**config.mk**
```make
export PLATFORM = sky130hd
export DESIGN_NAME = noc_traffic_meter
export DESIGN_NICKNAME = d
export VERILOG_FILES = /design/src/rtl/tm_pkg.sv /design/src/rtl/tm_pkt_tracker.sv /design/src/rtl/tm_stats.sv /design/src/rtl/tm_shift_chain.sv /design/src/rtl/noc_traffic_meter.sv
export SDC_FILE = /design/constraint.sdc
export NUM_CORES = 1
export LEC_CHECK = 0
export BUFFER_PORTS_ARGS = -buffer_cell sky130_fd_sc_hd__buf_2
export CELL_PAD_IN_SITES_DETAIL_PLACEMENT = 0
export CELL_PAD_IN_SITES_GLOBAL_PLACEMENT = 1
export CORE_MARGIN = 2
export CORE_UTILIZATION = 47
export CTS_CLUSTER_SIZE = 24
export DETAILED_ROUTE_END_ITERATION = 16
export GPL_ROUTABILITY_DRIVEN = 0
export PLACE_DENSITY_LB_ADDON = 0.1
export SKIP_LAST_GASP = 1
export SYNTH_ARGS = -nofsm -noshare
export SYNTH_HDL_FRONTEND = slang
export SYNTH_SLANG_ARGS = --single-unit
```
**constraint.sdc**
```tcl
create_clock -name clk -period 8.05 [get_ports clk]
set_input_delay 1.2075 -clock clk [delete_from_list [all_inputs] [get_ports clk]]
set_output_delay 1.2075 -clock clk [all_outputs]
set_load 0.02 [all_outputs]
```
**src/rtl/tm_pkg.sv**
```systemverilog
package tm_pkg;
  typedef enum logic {TM_AT_HEAD = 1'b0, TM_IN_BODY = 1'b1} tm_pos_e;
endpackage

```
**src/rtl/tm_pkt_tracker.sv**
```systemverilog
module tm_pkt_tracker
  import tm_pkg::*;
#(
  parameter int DATA_W = 32,
  parameter int CYC_W  = 32,
  parameter int BW_W   = 7
) (
  input  logic              clk,
  input  logic              rst,
  input  logic              flit_valid,
  input  logic              flit_ready,
  input  logic [DATA_W-1:0] flit_data,
  input  logic              flit_eop,
  input  logic [CYC_W-1:0]  glob_cycle,
  output logic              flit_acc,
  output logic              pkt_done,
  output logic [CYC_W-1:0]  pkt_lat,
  output logic [BW_W-1:0]   pkt_bw
);
  tm_pos_e          pos_q;
  logic [BW_W-1:0]  bw_q;
  logic             unused_data;

  assign unused_data = ^flit_data;
  assign flit_acc    = flit_valid && flit_ready;
  assign pkt_done    = flit_acc && flit_eop;
  // header bandwidth: live from the flit when it is the header, else held
  assign pkt_bw      = (pos_q == TM_AT_HEAD) ? flit_data[BW_W-1:0] : bw_q;
  assign pkt_lat     = glob_cycle - flit_data[CYC_W-1:0];

  always_ff @(posedge clk) begin
    if (rst) begin
      pos_q <= TM_AT_HEAD;
      bw_q  <= '0;
    end else if (flit_acc) begin
      if (pos_q == TM_AT_HEAD) bw_q <= flit_data[BW_W-1:0];
      pos_q <= flit_eop ? TM_AT_HEAD : TM_IN_BODY;
    end
  end

  assert_head_after_eop_R3: assert property (@(posedge clk) disable iff (rst)
    pkt_done |=> (pos_q == TM_AT_HEAD));
endmodule

```
**src/rtl/tm_stats.sv**
```systemverilog
module tm_stats #(
  parameter int CYC_W      = 32,
  parameter int BW_W       = 7,
  parameter int BW_ACC_W   = 32,
  parameter int FLIT_ACC_W = 32,
  parameter int PKT_ACC_W  = 28,
  parameter int LAT_ACC_W  = 32,
  parameter int MIN_W      = 8,
  parameter int MAX_W      = 16
) (
  input  logic                  clk,
  input  logic                  rst,
  input  logic                  flit_acc,
  input  logic                  pkt_done,
  input  logic [CYC_W-1:0]      pkt_lat,
  input  logic [BW_W-1:0]       pkt_bw,
  output logic [PKT_ACC_W-1:0]  pkt_cnt,
  output logic [FLIT_ACC_W-1:0] flit_cnt,
  output logic [LAT_ACC_W-1:0]  lat_sum,
  output logic [MIN_W-1:0]      lat_min,
  output logic [MAX_W-1:0]      lat_max,
  output logic [BW_ACC_W-1:0]   bw_sum
);
  logic [MIN_W-1:0] lat_clip_min;
  logic [MAX_W-1:0] lat_clip_max;

  // saturate the packet latency into each register's range
  assign lat_clip_min = (|pkt_lat[CYC_W-1:MIN_W]) ? {MIN_W{1'b1}} : pkt_lat[MIN_W-1:0];
  assign lat_clip_max = (|pkt_lat[CYC_W-1:MAX_W]) ? {MAX_W{1'b1}} : pkt_lat[MAX_W-1:0];

  always_ff @(posedge clk) begin
    if (rst) begin
      pkt_cnt  <= '0;
      flit_cnt <= '0;
      lat_sum  <= '0;
      lat_min  <= '1;
      lat_max  <= '0;
      bw_sum   <= '0;
    end else begin
      if (flit_acc) flit_cnt <= flit_cnt + 1'b1;
      if (pkt_done) begin
        pkt_cnt <= pkt_cnt + 1'b1;
        lat_sum <= lat_sum + LAT_ACC_W'(pkt_lat);
        bw_sum  <= bw_sum + BW_ACC_W'(pkt_bw);
        if (lat_clip_min < lat_min) lat_min <= lat_clip_min;
        if (lat_clip_max > lat_max) lat_max <= lat_clip_max;
      end
    end
  end

  assert_flit_step_R2: assert property (@(posedge clk) disable iff (rst)
    flit_acc |=> (flit_cnt == $past(flit_cnt) + 1'b1));
  assert_flit_hold_R2: assert property (@(posedge clk) disable iff (rst)
    !flit_acc |=> $stable(flit_cnt));
  assert_pkt_hold_R3: assert property (@(posedge clk) disable iff (rst)
    !pkt_done |=> ($stable(pkt_cnt) && $stable(lat_sum) && $stable(bw_sum)));
  assert_min_no_rise_R5: assert property (@(posedge clk) disable iff (rst)
    pkt_done |=> (lat_min <= $past(lat_min)));
  assert_max_no_fall_R6: assert property (@(posedge clk) disable iff (rst)
    pkt_done |=> (lat_max >= $past(lat_max)));
  assert_min_le_max_R6: assert property (@(posedge clk) disable iff (rst)
    (pkt_cnt != '0) |-> (MAX_W'(lat_min) <= lat_max));
endmodule

```
**src/rtl/tm_shift_chain.sv**
```systemverilog
module tm_shift_chain #(
  parameter int SNAP_W = 148
) (
  input  logic              clk,
  input  logic              rst,
  input  logic [SNAP_W-1:0] snap,
  input  logic              capture,
  input  logic              shift_en,
  input  logic              shift_in,
  output logic              shift_out
);
  logic [SNAP_W-1:0] sreg_q;

  always_ff @(posedge clk) begin
    if (rst)           sreg_q <= '0;
    else if (capture)  sreg_q <= snap;
    else if (shift_en) sreg_q <= {sreg_q[SNAP_W-2:0], shift_in};
  end

  assign shift_out = sreg_q[SNAP_W-1];

  assert_capture_load_R8: assert property (@(posedge clk) disable iff (rst)
    capture |=> (sreg_q == $past(snap)));
  assert_shift_lsb_R9: assert property (@(posedge clk) disable iff (rst)
    (shift_en && !capture) |=> (sreg_q[0] == $past(shift_in)));
  assert_hold_idle_R9: assert property (@(posedge clk) disable iff (rst)
    (!shift_en && !capture) |=> $stable(sreg_q));
endmodule

```
**src/rtl/noc_traffic_meter.sv**
```systemverilog
module noc_traffic_meter #(
  parameter int DATA_W     = 32,
  parameter int CYC_W      = 32,
  parameter int BW_W       = 7,
  parameter int BW_ACC_W   = 32,
  parameter int FLIT_ACC_W = 32,
  parameter int PKT_ACC_W  = 28,
  parameter int LAT_ACC_W  = 32,
  parameter int MIN_W      = 8,
  parameter int MAX_W      = 16
) (
  input  logic              clk,
  input  logic              rst,
  input  logic              flit_valid,
  input  logic              flit_ready,
  input  logic [DATA_W-1:0] flit_data,
  input  logic              flit_eop,
  input  logic [CYC_W-1:0]  glob_cycle,
  input  logic              capture,
  input  logic              shift_en,
  input  logic              shift_in,
  output logic              shift_out
);
  localparam int SNAP_W = PKT_ACC_W + FLIT_ACC_W + LAT_ACC_W + MIN_W + MAX_W + BW_ACC_W;

  logic                  flit_acc, pkt_done;
  logic [CYC_W-1:0]      pkt_lat;
  logic [BW_W-1:0]       pkt_bw;
  logic [PKT_ACC_W-1:0]  pkt_cnt;
  logic [FLIT_ACC_W-1:0] flit_cnt;
  logic [LAT_ACC_W-1:0]  lat_sum;
  logic [MIN_W-1:0]      lat_min;
  logic [MAX_W-1:0]      lat_max;
  logic [BW_ACC_W-1:0]   bw_sum;
  logic [SNAP_W-1:0]     snap;

  tm_pkt_tracker #(.DATA_W(DATA_W), .CYC_W(CYC_W), .BW_W(BW_W)) trk_i (
    .clk(clk), .rst(rst), .flit_valid(flit_valid), .flit_ready(flit_ready),
    .flit_data(flit_data), .flit_eop(flit_eop), .glob_cycle(glob_cycle),
    .flit_acc(flit_acc), .pkt_done(pkt_done), .pkt_lat(pkt_lat), .pkt_bw(pkt_bw)
  );

  tm_stats #(
    .CYC_W(CYC_W), .BW_W(BW_W), .BW_ACC_W(BW_ACC_W), .FLIT_ACC_W(FLIT_ACC_W),
    .PKT_ACC_W(PKT_ACC_W), .LAT_ACC_W(LAT_ACC_W), .MIN_W(MIN_W), .MAX_W(MAX_W)
  ) st_i (
    .clk(clk), .rst(rst), .flit_acc(flit_acc), .pkt_done(pkt_done),
    .pkt_lat(pkt_lat), .pkt_bw(pkt_bw), .pkt_cnt(pkt_cnt), .flit_cnt(flit_cnt),
    .lat_sum(lat_sum), .lat_min(lat_min), .lat_max(lat_max), .bw_sum(bw_sum)
  );

  // readout order is part of the collector's contract
  assign snap = {pkt_cnt, flit_cnt, lat_sum, lat_min, lat_max, bw_sum};

  tm_shift_chain #(.SNAP_W(SNAP_W)) sc_i (
    .clk(clk), .rst(rst), .snap(snap), .capture(capture), .shift_en(shift_en),
    .shift_in(shift_in), .shift_out(shift_out)
  );

  assert_stats_kept_R10: assert property (@(posedge clk) disable iff (rst)
    (!flit_acc && (capture || shift_en)) |=> ($stable(pkt_cnt) && $stable(flit_cnt)));
endmodule

```
==> Yosys cells after proc, flatten, opt, wreduce, memory -nomap -nowiden <==
Cells that the tools add are included.
{ "totals": {"input_bits": 72, "register_bits": 304, "elab_cells": 29} }
{ "op_classes": {"mux": 6, "order_cmp": 2, "n_addsub": 5, "n_reduce_logical": 7} }
{ "op_table": {"columns": ["operator", "count"], "rows": [
  ["$mux 148", 2],
  ["$add 32x1->32 const B", 1],
  ["$add 32x32->32", 1],
  ["$add 32x7->32", 1],
  ["$sub 32x32->32", 1],
  ["$add 28x1->28 const B", 1],
  ["$reduce_or 24->1", 1],
  ["$gt 16x16->1", 1],
  ["$mux 16", 1],
  ["$reduce_or 16->1", 1],
  ["$lt 8x8->1", 1],
  ["$mux 8", 1],
  ["$mux 7", 1],
  ["$reduce_and 2->1", 2],
  ["$logic_and 1x1->1", 2],
  ["$reduce_bool 2->1", 1],
  ["$mux 1", 1]
]} }

==> Logic depth before layout (Yosys ltp) <==
Gate-level depths: netlist of run 1.
{ "logic_depth": {"depth_word": 5, "mapped_depth": 27} }

==> Hierarchy <==
Synthesis of run 1 repeated with hierarchy kept, for this count alone.
{ "hier_totals": {"hier_cells": 1998, "area_unflattened_um2": 17814.6} }
{ "modules_own_cells": {"columns": ["module", "area_per_inst_um2", "instances", "cells_per_inst", "seq_area_each_um2"], "rows": [
  ["tm_stats", 8642.0, 1, 1024, 2962.8],
  ["tm_shift_chain", 6975.4, 1, 658, 2962.8],
  ["tm_pkt_tracker", 2197.1, 1, 316, 160.2]
]} }

==> Worst setup path before layout of run 1 <==
Ideal clock, no wire load.
{ "synth_path": {"kind": "in2reg", "from": "input flit_data[17]", "to": "register st_i.lat_min[1]", "path_stages": 20, "slack_ns": 2.077, "path_buffers": 2, "arrival_ns": 5.842, "cell_sequence": "inv_1 ha_1 a21oi_1 o21ai_1 a31oi_1 o21ai_0 or2_1 a311o_1 nor3_1 nand4_1 nor4b_2 buf_2 nand3_1 ha_1 a21o_1 a21o_1 a211oi_1 and4_1 buf_6 a21oi_2"} }
{ "synth_between": {"elab_chain_cells": 5} }
{ "synth_lines": {"columns": ["element", "line", "source"], "rows": [
  ["from (decl)", "noc_traffic_meter.sv:16", "input logic [DATA_W-1:0] flit_data,"],
  ["$sub 32x32->32", "tm_pkt_tracker.sv:29", "assign pkt_lat = glob_cycle - flit_data[CYC_W-1:0];"],
  ["$reduce_or 24->1", "tm_stats.sv:28", "assign lat_clip_min = (|pkt_lat[CYC_W-1:MIN_W]) ? {MIN_W{1'b1}} : pkt_lat[MIN_W-1:0];"],
  ["$mux 8", "tm_stats.sv:28", null],
  ["named net st_i.lat_clip_min[5]", "tm_stats.sv:24", "logic [MIN_W-1:0] lat_clip_min;"],
  ["$lt 8x8->1", "tm_stats.sv:45", "if (lat_clip_min < lat_min) lat_min <= lat_clip_min;"],
  ["$reduce_and 2->1 (no source line)", null, null],
  ["to (signal assigned)", "tm_stats.sv:45", null],
  ["to (decl)", "tm_stats.sv:20", "output logic [MIN_W-1:0] lat_min,"]
]} }
The timed path passes the listed nets, and every way through them passes these cells.
A chain may end at the register's enable or synchronous reset.

==> Final worst setup path of run 1 <==
{ "layout_path": {"from": "input flit_data[17]", "to": "register st_i.lat_max[6]"} }
{ "layout_between": {"elab_chain_cells": 5} }
{ "layout_lines": {"columns": ["element", "line", "source"], "rows": [
  ["$sub 32x32->32", "tm_pkt_tracker.sv:29", null],
  ["$reduce_or 16->1", "tm_stats.sv:29", "assign lat_clip_max = (|pkt_lat[CYC_W-1:MAX_W]) ? {MAX_W{1'b1}} : pkt_lat[MAX_W-1:0];"],
  ["$mux 16", "tm_stats.sv:29", null],
  ["named net st_i.lat_clip_max[1]", "tm_stats.sv:25", "logic [MAX_W-1:0] lat_clip_max;"],
  ["$gt 16x16->1", "tm_stats.sv:46", "if (lat_clip_max > lat_max) lat_max <= lat_clip_max;"],
  ["$reduce_and 2->1 (no source line)", null, null],
  ["to (signal assigned)", "tm_stats.sv:46", null],
  ["to (decl)", "tm_stats.sv:21", "output logic [MAX_W-1:0] lat_max,"]
]} }
The timed path passes the listed nets, and every way through them passes these cells.

==> flow_metrics.py, run 1 <==
metrics = {
    "outcome": {
        "status": "finished clean",
    },
    "sta": {
        "report.final.hold_viol_count": 0,
        "slew-limit-headroom_pct": 23.31,
        "rsz0062_at_grt": "no",
        "clock_skew_ps": 17.71,
        "fin_crit_ps": 6627,
        "setup_viol": 0,
        "holdWs_ps": 477.5,
        "clock.fmax_mhz": 150.9,
        "drv_slew": 0,
        "tightest_slew_ps": 1150,
        "setup_tns_ps": 0,
        "finalCritPeriodShare_pct": 82.33,
    },
    "drt": {
        "via_count": 15000,
        "drt-total-wl_um": 40320,
        "routedWlPerCell_um": 14.68,
        "via_per_inst": 5.462,
        "drtIter0Drc": 792,
        "ant_nets": 0,
        "drt_first_pass_iters": 5,
        "drc": 0,
    },
    "logic_synthesis": {
        "synth_area_per_cell_sq_um": 7.860,
        "synth_most_common_cell": "nor2_1",
        "synth_edf_count": 0,
        "syn_nets": 2419,
        "synth.top_cells.by_count": "391 x nor2_1, 304 x dfxtp_1, 239 x a21oi_1",
        "ys_types": 75,
        "syn_area_sq_um": 17680,
        "ys_seq_elements": 304,
        "async_flop_share_pct": 0,
        "synth_area_leaders": "dfxtp_1 34%, nor2_1 8.3%, mux2i_1 7.5%",
        "synth_ff_type": "dfxtp_1",
        "syn_inst": 2249,
        "ys_seq_area_share_pct": 34.43,
        "yosysWarnings": 0,
        "yosysTopAreaCellShare_pct": 34.43,
        "yosysTopAreaCell": "dfxtp_1",
    },
    "cts": {
        "cts_resized": 0,
        "tritoncts": "built",
        "cts_hold_buffers": 0,
        "post-cts-setup-buffers": 0,
        "clk_latency_ps": 530,
        "htreeDepth": 2,
        "cts_root_buffer": "clkbuf_16",
        "cts.clk_slew.worst_paths_ps": 50,
        "clock-sinks": 304,
        "cts_buffers": 37,
        "clockBufferDepth": 3,
    },
    "finish": {
        "utilization_pct": 52.27,
        "syn_to_final_growth_pct": 10.33,
        "drive_above_1_share_pct": 7.435,
        "final_nets": 2419,
        "diodes": 0,
        "design_area_sq_um": 19500,
    },
    "die": {
        "ios": 73,
        "placementRows": 71,
        "die_h_um": 197.9,
        "core_sq_um": 37310,
        "die_w_um": 197.9,
        "start_util_pct": 47.38,
        "die-area_sq_um": 39180,
    },
    "place": {
        "post-dp-hpwl_um": 27760,
        "portBuffers": 72,
        "placed_area_sq_um": 18310,
    },
    "critical_path": {
        "critPathLaunch": "flit_data[17]",
        "r2r_slack_ps": 3850,
        "crit_fanout": 32,
        "endpoint": "st_i.lat_max[6]$_SDFFE_PP0P_",
        "startpoint_type": "input port",
        "path_buf_inv": 3,
        "regToRegStartpoint": "trk_i.pos_q$_SDFFE_PP0P_",
        "crit_path_max_incr_delay_ps": 910,
        "reg2reg_to": "st_i.bw_sum[28]$_SDFFE_PP0P_",
        "crit_top_cell": "o21a_1",
        "cp_top_family": "compound AO/OA/AOI/OAI gates",
        "worstSetupEndpointType": "flop",
        "crit_cells": 25,
        "critical_path.slowest_cell": "a21oi_2",
        "cp.required_ps": 8500,
        "rr_worst_depth": 14,
        "setup.worst_path.class": "input port to flop",
        "critPathArrivalTime_ps": 7080,
    },
    "run": {
        "max-cap-violations": 0,
    },
    "global_routing": {
        "grt_start_max_net_pins": 153,
        "grt_pass1_wl_um": 68410,
        "grt_overflow": 0,
        "grt_antenna_before_repair": 0,
        "grt_pass1_vias": 14070,
        "grt_usage_pct": 20.84,
    },
    "power": {
        "power_mw": 3.911,
        "power.leakage_nw": 8.072,
        "power.density_nw_per_um2": 200.5,
        "ir_drop_v": 0.0001264,
    },
    "min_path": {
        "min_path_type": "flop to flop",
    },
}
per-stage QoR:
stage | instances | setup WS, ps
6_report | 2747 | 1423
5_1_grt | 2747 | 838.8
3_3_place_gp | 2684 | 1265
3_5_place_dp | 2684 | 1018
4_1_cts | 2747 | 1560
2_1_floorplan | 2249 | 2077
tightest hold or removal path, stage by stage (launching register included):
cell	delay, ps
dfxtp_1	320
nand2_1	60
a21oi_1	50
cell families after synthesis:
group	synth area share, %
multiplexers	7.602
flip-flops	34.43
adder cells (fa/ha/maj)	7.064
AND/OR/NAND/NOR	21.72
buffers and inverters	4.969
XOR/XNOR	5.648
AO/OA/AOI/OAI	18.57
registers in the layout, indices dropped and copies added (netlist names):
signal and flops:
st_i.lat_sum 32, trk_i.pos_q 1, trk_i.bw_q 7, st_i.lat_max 16, st_i.pkt_cnt 28, st_i.bw_sum 32
st_i.flit_cnt 32, sc_i.sreg_q 148, st_i.lat_min 8
cell usage in the layout, fill, tap and decap left out, types with 4 or more instances in the layout:
cell type	synthesis	routed
o21ai_0	79	79
clkbuf_16	0	38
dfxtp_1	304	304
xnor2_1	51	51
nand2_1	146	145
o41ai_1	10	10
a211o_1	4	4
clkbuf_1	91	10
nand2b_1	14	14
o211ai_1	9	9
buf_2	3	69
nor3b_1	6	6
or2_2	5	5
a21oi_2	7	8
and3_1	24	23
mux2i_1	132	132
a21o_1	35	35
and2_1	11	11
clkbuf_8	0	13
nand3b_1	4	4
o2111ai_1	4	4
o31ai_1	4	4
nor2_1	391	391
inv_1	102	102
and4_1	13	13
nand3_1	60	60
or3_1	21	21
nor4_1	8	8
a21boi_0	8	8
buf_4	1	17
nor2b_1	39	39
ha_1	95	95
a31oi_1	23	23
nand4_1	27	27
xor2_1	63	63
nor3_1	43	43
a21oi_1	239	238
o21a_1	11	11
a211oi_1	71	71
final cells by class:
cell class / instances / area, sq um
Clock buffer: 59 / 1140
Clock inverter: 4 / 56.30
Fill cell: 3678 / 17810
Inverter: 102 / 382.9
Multi-Input combinational cell: 1715 / 10730
Sequential cell: 304 / 6086
Tap cell: 474 / 593.1
Timing Repair Buffer: 89 / 515.5
power by group:
| group | total (mW) | internal, mW | leakage [nW] | switching [mW] |
|---|---|---|---|---|
| logic | 0.712 | 0.275 | 5.02 | 0.437 |
| clock network | 1.62 | 0.997 | 0.588 | 0.619 |
| registers | 1.58 | 1.55 | 2.46 | 0.0330 |
| total | 3.91 | 2.82 | 8.07 | 1.09 |
how the worst min path moves through the flow:
stage | slack, ps | end | startpoint | depth (start not counted)
floorplan | 450 | st_i.bw_sum[3]$_SDFFE_PP0P_ | st_i.bw_sum[3]$_SDFFE_PP0P_ | 2
global placement | 470 | st_i.bw_sum[5]$_SDFFE_PP0P_ | st_i.bw_sum[5]$_SDFFE_PP0P_ | 2
detailed placement | 470 | st_i.lat_sum[6]$_SDFFE_PP0P_ | st_i.lat_sum[6]$_SDFFE_PP0P_ | 2
CTS | 480 | st_i.lat_sum[9]$_SDFFE_PP0P_ | st_i.lat_sum[9]$_SDFFE_PP0P_ | 2
global route | 500 | st_i.bw_sum[3]$_SDFFE_PP0P_ | st_i.bw_sum[3]$_SDFFE_PP0P_ | 2
finish | 480 | st_i.bw_sum[3]$_SDFFE_PP0P_ | st_i.bw_sum[3]$_SDFFE_PP0P_ | 2
per-layer routing:
| metal | vias up | wire length, um | share of wire (%) | track usage, % |
|---|---|---|---|---|
| met1 | 6855 | 20260 | 50 | 28.85 |
| met5 | - | 0 | 0 | 0 |
| met4 | 0 | 622 | 1.5 | 4.901 |
| met3 | 45 | 1349 | 3.3 | 2.827 |
| met2 | 234 | 18090 | 45 | 34.36 |
| li1 | 7870 | - | - | - |
Power figures use the tool's default switching activity.
==> inputs of run 2 (changes only) <==
==> constraint.sdc (replaced) <==
create_clock -name clk -period 6.5 [get_ports clk]
set_input_delay 0.975 -clock clk [delete_from_list [all_inputs] [get_ports clk]]
set_output_delay 0.975 -clock clk [all_outputs]
set_load 0.02 [all_outputs]
==> flow_metrics.py, run 2 (synthesized netlist as in run 1, its figures left out) <==
metrics = {
    "drt": {
        "via_count": 15160,
        "drtIter0Drc": 820,
        "drt_first_pass_iters": 5,
        "routedWlPerCell_um": 14.98,
        "via_per_inst": 5.496,
        "drt-total-wl_um": 41300,
        "drc": 0,
        "ant_nets": 0,
    },
    "sta": {
        "slew-limit-headroom_pct": 26.46,
        "rsz0062_at_grt": "no",
        "report.final.hold_viol_count": 0,
        "holdWs_ps": 475.1,
        "finalCritPeriodShare_pct": 91.33,
        "tightest_slew_ps": 1103,
        "drv_slew": 0,
        "fin_crit_ps": 5936,
        "clock.fmax_mhz": 168.5,
        "clock_skew_ps": 13.09,
        "setup_viol": 0,
    },
    "critical_path": {
        "r2r_slack_ps": 2350,
        "regToRegStartpoint": "trk_i.pos_q$_SDFFE_PP0P_",
        "reg2reg_to": "st_i.bw_sum[28]$_SDFFE_PP0P_",
        "critPathLaunch": "flit_data[0]",
        "crit_fanout": 32,
        "worstSetupEndpointType": "flop",
        "setup.worst_path.class": "input port to flop",
        "critPathArrivalTime_ps": 6310,
        "rr_worst_depth": 14,
        "cp.required_ps": 6870,
        "startpoint_type": "input port",
    },
    "power": {
        "ir_drop_v": 0.0001546,
        "power_mw": 4.806,
        "power.leakage_nw": 8.105,
        "power.density_nw_per_um2": 245.8,
    },
    "min_path": {
        "min_path_type": "flop to flop",
        "min_path_cells": 2,
        "hold_end": "st_i.bw_sum[5]$_SDFFE_PP0P_",
        "min-delay-start": "st_i.bw_sum[5]$_SDFFE_PP0P_",
    },
    "die": {
        "die_w_um": 197.9,
        "placementRows": 71,
        "die-area_sq_um": 39180,
        "core_sq_um": 37310,
        "die_h_um": 197.9,
        "start_util_pct": 47.38,
        "ios": 73,
    },
    "cts": {
        "cts.clk_slew.worst_paths_ps": 60,
        "htreeDepth": 2,
        "clk_latency_ps": 530,
        "clockBufferDepth": 3,
        "clock-sinks": 304,
        "cts_root_buffer": "clkbuf_16",
        "cts_buffers": 36,
        "tritoncts": "built",
    },
    "global_routing": {
        "grt_antenna_before_repair": 0,
        "grt_pass1_vias": 14160,
        "grt_overflow": 0,
        "grt_start_max_net_pins": 233,
        "grt_pass1_wl_um": 69230,
        "grt_usage_pct": 21.15,
    },
    "finish": {
        "utilization_pct": 52.41,
        "top_register": "sc_i.sreg_q",
        "diodes": 0,
        "largest_reg_flops": 148,
        "drive_above_1_share_pct": 7.925,
        "final_cell_mix": "391 x nor2_1, 304 x dfxtp_1, 238 x a21oi_1",
        "fillers": 3595,
        "syn_to_final_growth_pct": 10.63,
        "final_nets": 2429,
        "layout_commonest_cell": "nor2_1",
    },
    "run": {
        "max-cap-violations": 0,
    },
    "place": {
        "portBuffers": 72,
        "post-dp-hpwl_um": 28250,
    },
    "outcome": {
        "status": "finished clean",
    },
}
-- run 2: cell types whose count changed in the layout (fill, tap and decap cells not counted), moves of 2 or more --
cell        change
buf_4           +9
clkbuf_8        -5
clkinv_2        +4
buf_12          +2
clkinvlp_4      +2
inv_6           +2
-- run 2: area by class of cell --
cell class | count | area [sq um] | area share (%)
Multi-Input combinational cell | 1715 | 10740 | 54.90
Clock inverter | 11 | 92.59 | 0.4734
Inverter | 102 | 382.9 | 1.958
Clock buffer | 52 | 1042 | 5.329
Sequential cell | 304 | 6086 | 31.12
Timing Repair Buffer | 100 | 623.1 | 3.186
Tap cell | 474 | 593.1 | 3.033
-- run 2: metal layers --
layer | vias to the layer above | wire length (um) | track usage (%) | share of wire [%]
li1 | 7891 | - | - | -
met1 | 6991 | 20480 | 29.05 | 50
met2 | 222 | 18520 | 35.11 | 45
met3 | 53 | 1518 | 2.810 | 3.7
met4 | 0 | 788 | 5.207 | 1.9
met5 | - | 0 | 0 | 0
-- run 2: power breakdown --
part | switching (mW) | leakage (nW) | internal [mW]
registers | 0.0414 | 2.46 | 1.92
logic | 0.548 | 5.08 | 0.358
clock network | 0.785 | 0.557 | 1.15
-- run 2: worst max-delay path by stage --
stage / end / slack (ps) / depth (start not counted)
after floorplan: st_i.lat_min[1]$_SDFFE_PP1P_ / 760 / 20
final: st_i.lat_max[5]$_SDFFE_PP0P_ / 560 / 24
after CTS: st_i.lat_max[5]$_SDFFE_PP0P_ / 400 / 23
after global routing: st_i.lat_max[5]$_SDFFE_PP0P_ / 80 / 24
after global placement: st_i.lat_max[14]$_SDFFE_PP0P_ / 110 / 24
after detailed placement: st_i.lat_max[5]$_SDFFE_PP0P_ / -110 / 23
-- run 2: timing repair --
item / in CTS / in global routing
setup buffers: 0 / 0
resized for setup: 0 / 1
endpoints found under the setup margin: 0 / 16
hold buffers: 0 / 0
-- run 2: critical path: stages --
cell and delay, ps:
buf_2 120, ha_1 200, fa_1 400, nand2b_1 180
a21oi_1 380, o211ai_4 190, a211oi_1 280, or2_1 190
o211ai_1 180, nor4_1 340, nand4_1 190, nor4b_4 460
nand2_1 110, ha_1 300, nor2b_1 140, o21a_1 170
o21a_1 160, o21a_1 160, o21a_1 160, o21a_1 160
o21ai_0 280, a21oi_4 250, o21ai_0 250, a31oi_1 60
-- run 2: metrics by stage --
step | setup TNS, ps | instances | cell area [sq um] | setup slack (ps)
floorplan | 0 | 2249 | 17680 | 759.0
global placement | 0 | 2695 | 18410 | 112.2
detailed placement | -1420 | 2695 | 18410 | -113.1
CTS | 0 | 2758 | 19550 | 400.3
global route | 0 | 2758 | 19560 | 76.78
finish | 0 | 2758 | 19560 | 563.6
==> inputs of run 3 (changes only) <==
--- a/config.mk
+++ b/config.mk
@@ -6,13 +6,14 @@
 export NUM_CORES = 1
 export LEC_CHECK = 0
 export BUFFER_PORTS_ARGS = -buffer_cell sky130_fd_sc_hd__buf_2
-export CELL_PAD_IN_SITES_DETAIL_PLACEMENT = 0
+export CELL_PAD_IN_SITES_DETAIL_PLACEMENT = 1
 export CELL_PAD_IN_SITES_GLOBAL_PLACEMENT = 1
 export CORE_MARGIN = 2
 export CORE_UTILIZATION = 47
 export CTS_CLUSTER_SIZE = 24
 export DETAILED_ROUTE_END_ITERATION = 16
 export GPL_ROUTABILITY_DRIVEN = 0
+export MAX_ROUTING_LAYER = met4
 export PLACE_DENSITY_LB_ADDON = 0.1
 export SKIP_LAST_GASP = 1
 export SYNTH_ARGS = -nofsm -noshare
==> flow_metrics.py, run 3 (synthesized netlist as in run 1, its figures left out) <==
metrics = {
    "power": {
        "p_seq_share_pct": 40.7,
        "power.leakage_nw": 8.107,
        "switchingPower_mw": 1.389,
        "pwr-share-comb_pct": 19.2,
        "p_sw_share_pct": 28.81,
        "ir_drop_v": 0.0001291,
        "clockPowerShare_pct": 40.1,
        "internal_power_mw": 3.433,
        "power.density_nw_per_um2": 246.8,
    },
    "finish": {
        "final_nets": 2429,
        "largest_reg_flops": 148,
        "drive_above_1_share_pct": 7.935,
        "diodes": 0,
        "layout_commonest_cell": "nor2_1",
        "layout.cells.non_filler": 2755,
        "top_register": "sc_i.sreg_q",
        "utilization_pct": 52.38,
        "final_cell_mix": "391 x nor2_1, 304 x dfxtp_1, 238 x a21oi_1",
        "syn_to_final_growth_pct": 10.56,
        "fillers": 4552,
    },
    "global_routing": {
        "grt_pass1_wl_um": 77110,
        "grt_overflow": 0,
        "grt_usage_pct": 24.30,
        "grt_pass1_vias": 15920,
        "grt_antenna_before_repair": 1,
        "grt_start_max_net_pins": 233,
    },
    "min_path": {
        "hold_end": "st_i.lat_sum[12]$_SDFFE_PP0P_",
        "min-delay-start": "st_i.lat_sum[12]$_SDFFE_PP0P_",
        "min_path_type": "flop to flop",
        "min_path_cells": 2,
    },
    "cts": {
        "clock-sinks": 304,
        "cts_buffers": 36,
        "cts.clk_slew.worst_paths_ps": 60,
        "clockBufferDepth": 3,
        "cts_hold_buffers": 0,
        "cts_root_buffer": "clkbuf_16",
        "cts_resized": 0,
        "tritoncts": "built",
        "clk_latency_ps": 530,
        "post-cts-setup-buffers": 0,
        "htreeDepth": 2,
    },
    "sta": {
        "report.final.hold_viol_count": 0,
        "drv_slew": 0,
        "setup_viol": 0,
        "tightest_slew_ps": 1083,
        "finalCritPeriodShare_pct": 93.37,
        "rsz0062_at_grt": "no",
        "slew-limit-headroom_pct": 27.81,
        "clock_skew_ps": 15.99,
        "fin_crit_ps": 6069,
        "clock.fmax_mhz": 164.8,
    },
    "die": {
        "die-area_sq_um": 39180,
        "ios": 73,
        "die_h_um": 197.9,
        "placementRows": 71,
        "start_util_pct": 47.38,
        "die_w_um": 197.9,
        "core_sq_um": 37310,
    },
    "run": {
        "max-cap-violations": 0,
    },
    "critical_path": {
        "r2r_slack_ps": 2260,
        "worstSetupEndpointType": "flop",
        "crit_fanout": 32,
        "regToRegStartpoint": "trk_i.pos_q$_SDFFE_PP0P_",
        "critPathArrivalTime_ps": 6520,
        "rr_worst_depth": 14,
        "reg2reg_to": "st_i.bw_sum[28]$_SDFFE_PP0P_",
        "setup.worst_path.class": "input port to flop",
        "startpoint_type": "input port",
        "cp.required_ps": 6950,
    },
    "place": {
        "post-dp-hpwl_um": 32370,
        "dp.cells": 2695,
        "portBuffers": 72,
    },
    "drt": {
        "drt_first_pass_iters": 4,
        "via_per_inst": 5.682,
        "routedWlPerCell_um": 16.80,
        "ant_nets": 0,
        "drc": 0,
        "drt-total-wl_um": 46290,
        "drtIter0Drc": 615,
        "via_count": 15660,
    },
    "outcome": {
        "status": "finished clean",
    },
}
run 3: worst max path at each step:
stage                        startpoint                       endpoint  slack, ps  cells after the start
final                      flit_data[0]   st_i.lat_max[0]$_SDFFE_PP0P_        430                     23
after detailed placement   flit_data[0]   st_i.lat_max[0]$_SDFFE_PP0P_       -270                     23
after CTS                  flit_data[0]   st_i.lat_max[0]$_SDFFE_PP0P_        230                     23
after global placement     flit_data[5]  st_i.lat_max[14]$_SDFFE_PP0P_        110                     24
after floorplan           flit_data[17]   st_i.lat_min[1]$_SDFFE_PP1P_        760                     20
after global routing      glob_cycle[0]  st_i.lat_max[11]$_SDFFE_PP0P_         20                     24
run 3: final cells by class:
class / count / area [sq um] / area share [%]
Tap cell: 474 / 593.1 / 3.035
Timing Repair Buffer: 100 / 623.1 / 3.188
Inverter: 102 / 382.9 / 1.959
Clock buffer: 50 / 1045 / 5.346
Sequential cell: 304 / 6086 / 31.14
Clock inverter: 10 / 77.57 / 0.3969
Multi-Input combinational cell: 1715 / 10740 / 54.94
run 3: critical path, cell delays in order:
cell and delay, ps:
buf_2 120, ha_1 210, fa_1 410, nand2b_1 180, a21oi_1 370, o211ai_4 190, a211oi_1 280, or2_1 190
o211ai_1 180, nor4_1 370, nand4_1 200, nor4b_4 480, buf_4 270, nand2b_1 70, ha_1 300, a21o_1 110
a21o_1 110, a21oi_1 60, o21ai_0 260, o21ai_0 190, a21oi_4 590, o21ai_0 180, a31oi_1 200
run 3: power by group through the flow:
stage	clock network (mW)	registers, mW	logic (mW)
CTS	1.99	1.96	0.929
global route	2.06	1.97	1.04
global placement	0	2.00	0.890
finish	1.93	1.96	0.928
floorplan	0	1.99	0.672
detailed placement	0	2.00	0.921
run 3: metrics by stage:
stage / cell area [sq um] / power [mW] / worst slack, ps / setup TNS [ps] / hold slack, ps
4_1_cts: 19540 / 4.878 / 231.6 / 0 / 486.7
2_1_floorplan: 17680 / 2.657 / 759.0 / 0 / 449.0
3_3_place_gp: 18410 / 2.889 / 112.2 / 0 / 462.7
6_report: 19540 / 4.823 / 431.0 / 0 / 483.4
3_5_place_dp: 18410 / 2.923 / -267.0 / -3324 / 477.6
5_1_grt: 19540 / 5.070 / 22.57 / 0 / 507.4
run 3: metal layers:
metal	GRT usage [%]	vias up	part of all wire, %
li1	-	7876	-
met1	29.98	7531	47
met2	42.14	185	48
met3	3.100	63	3.1
met4	5.931	0	1.9
met5	-	-	0
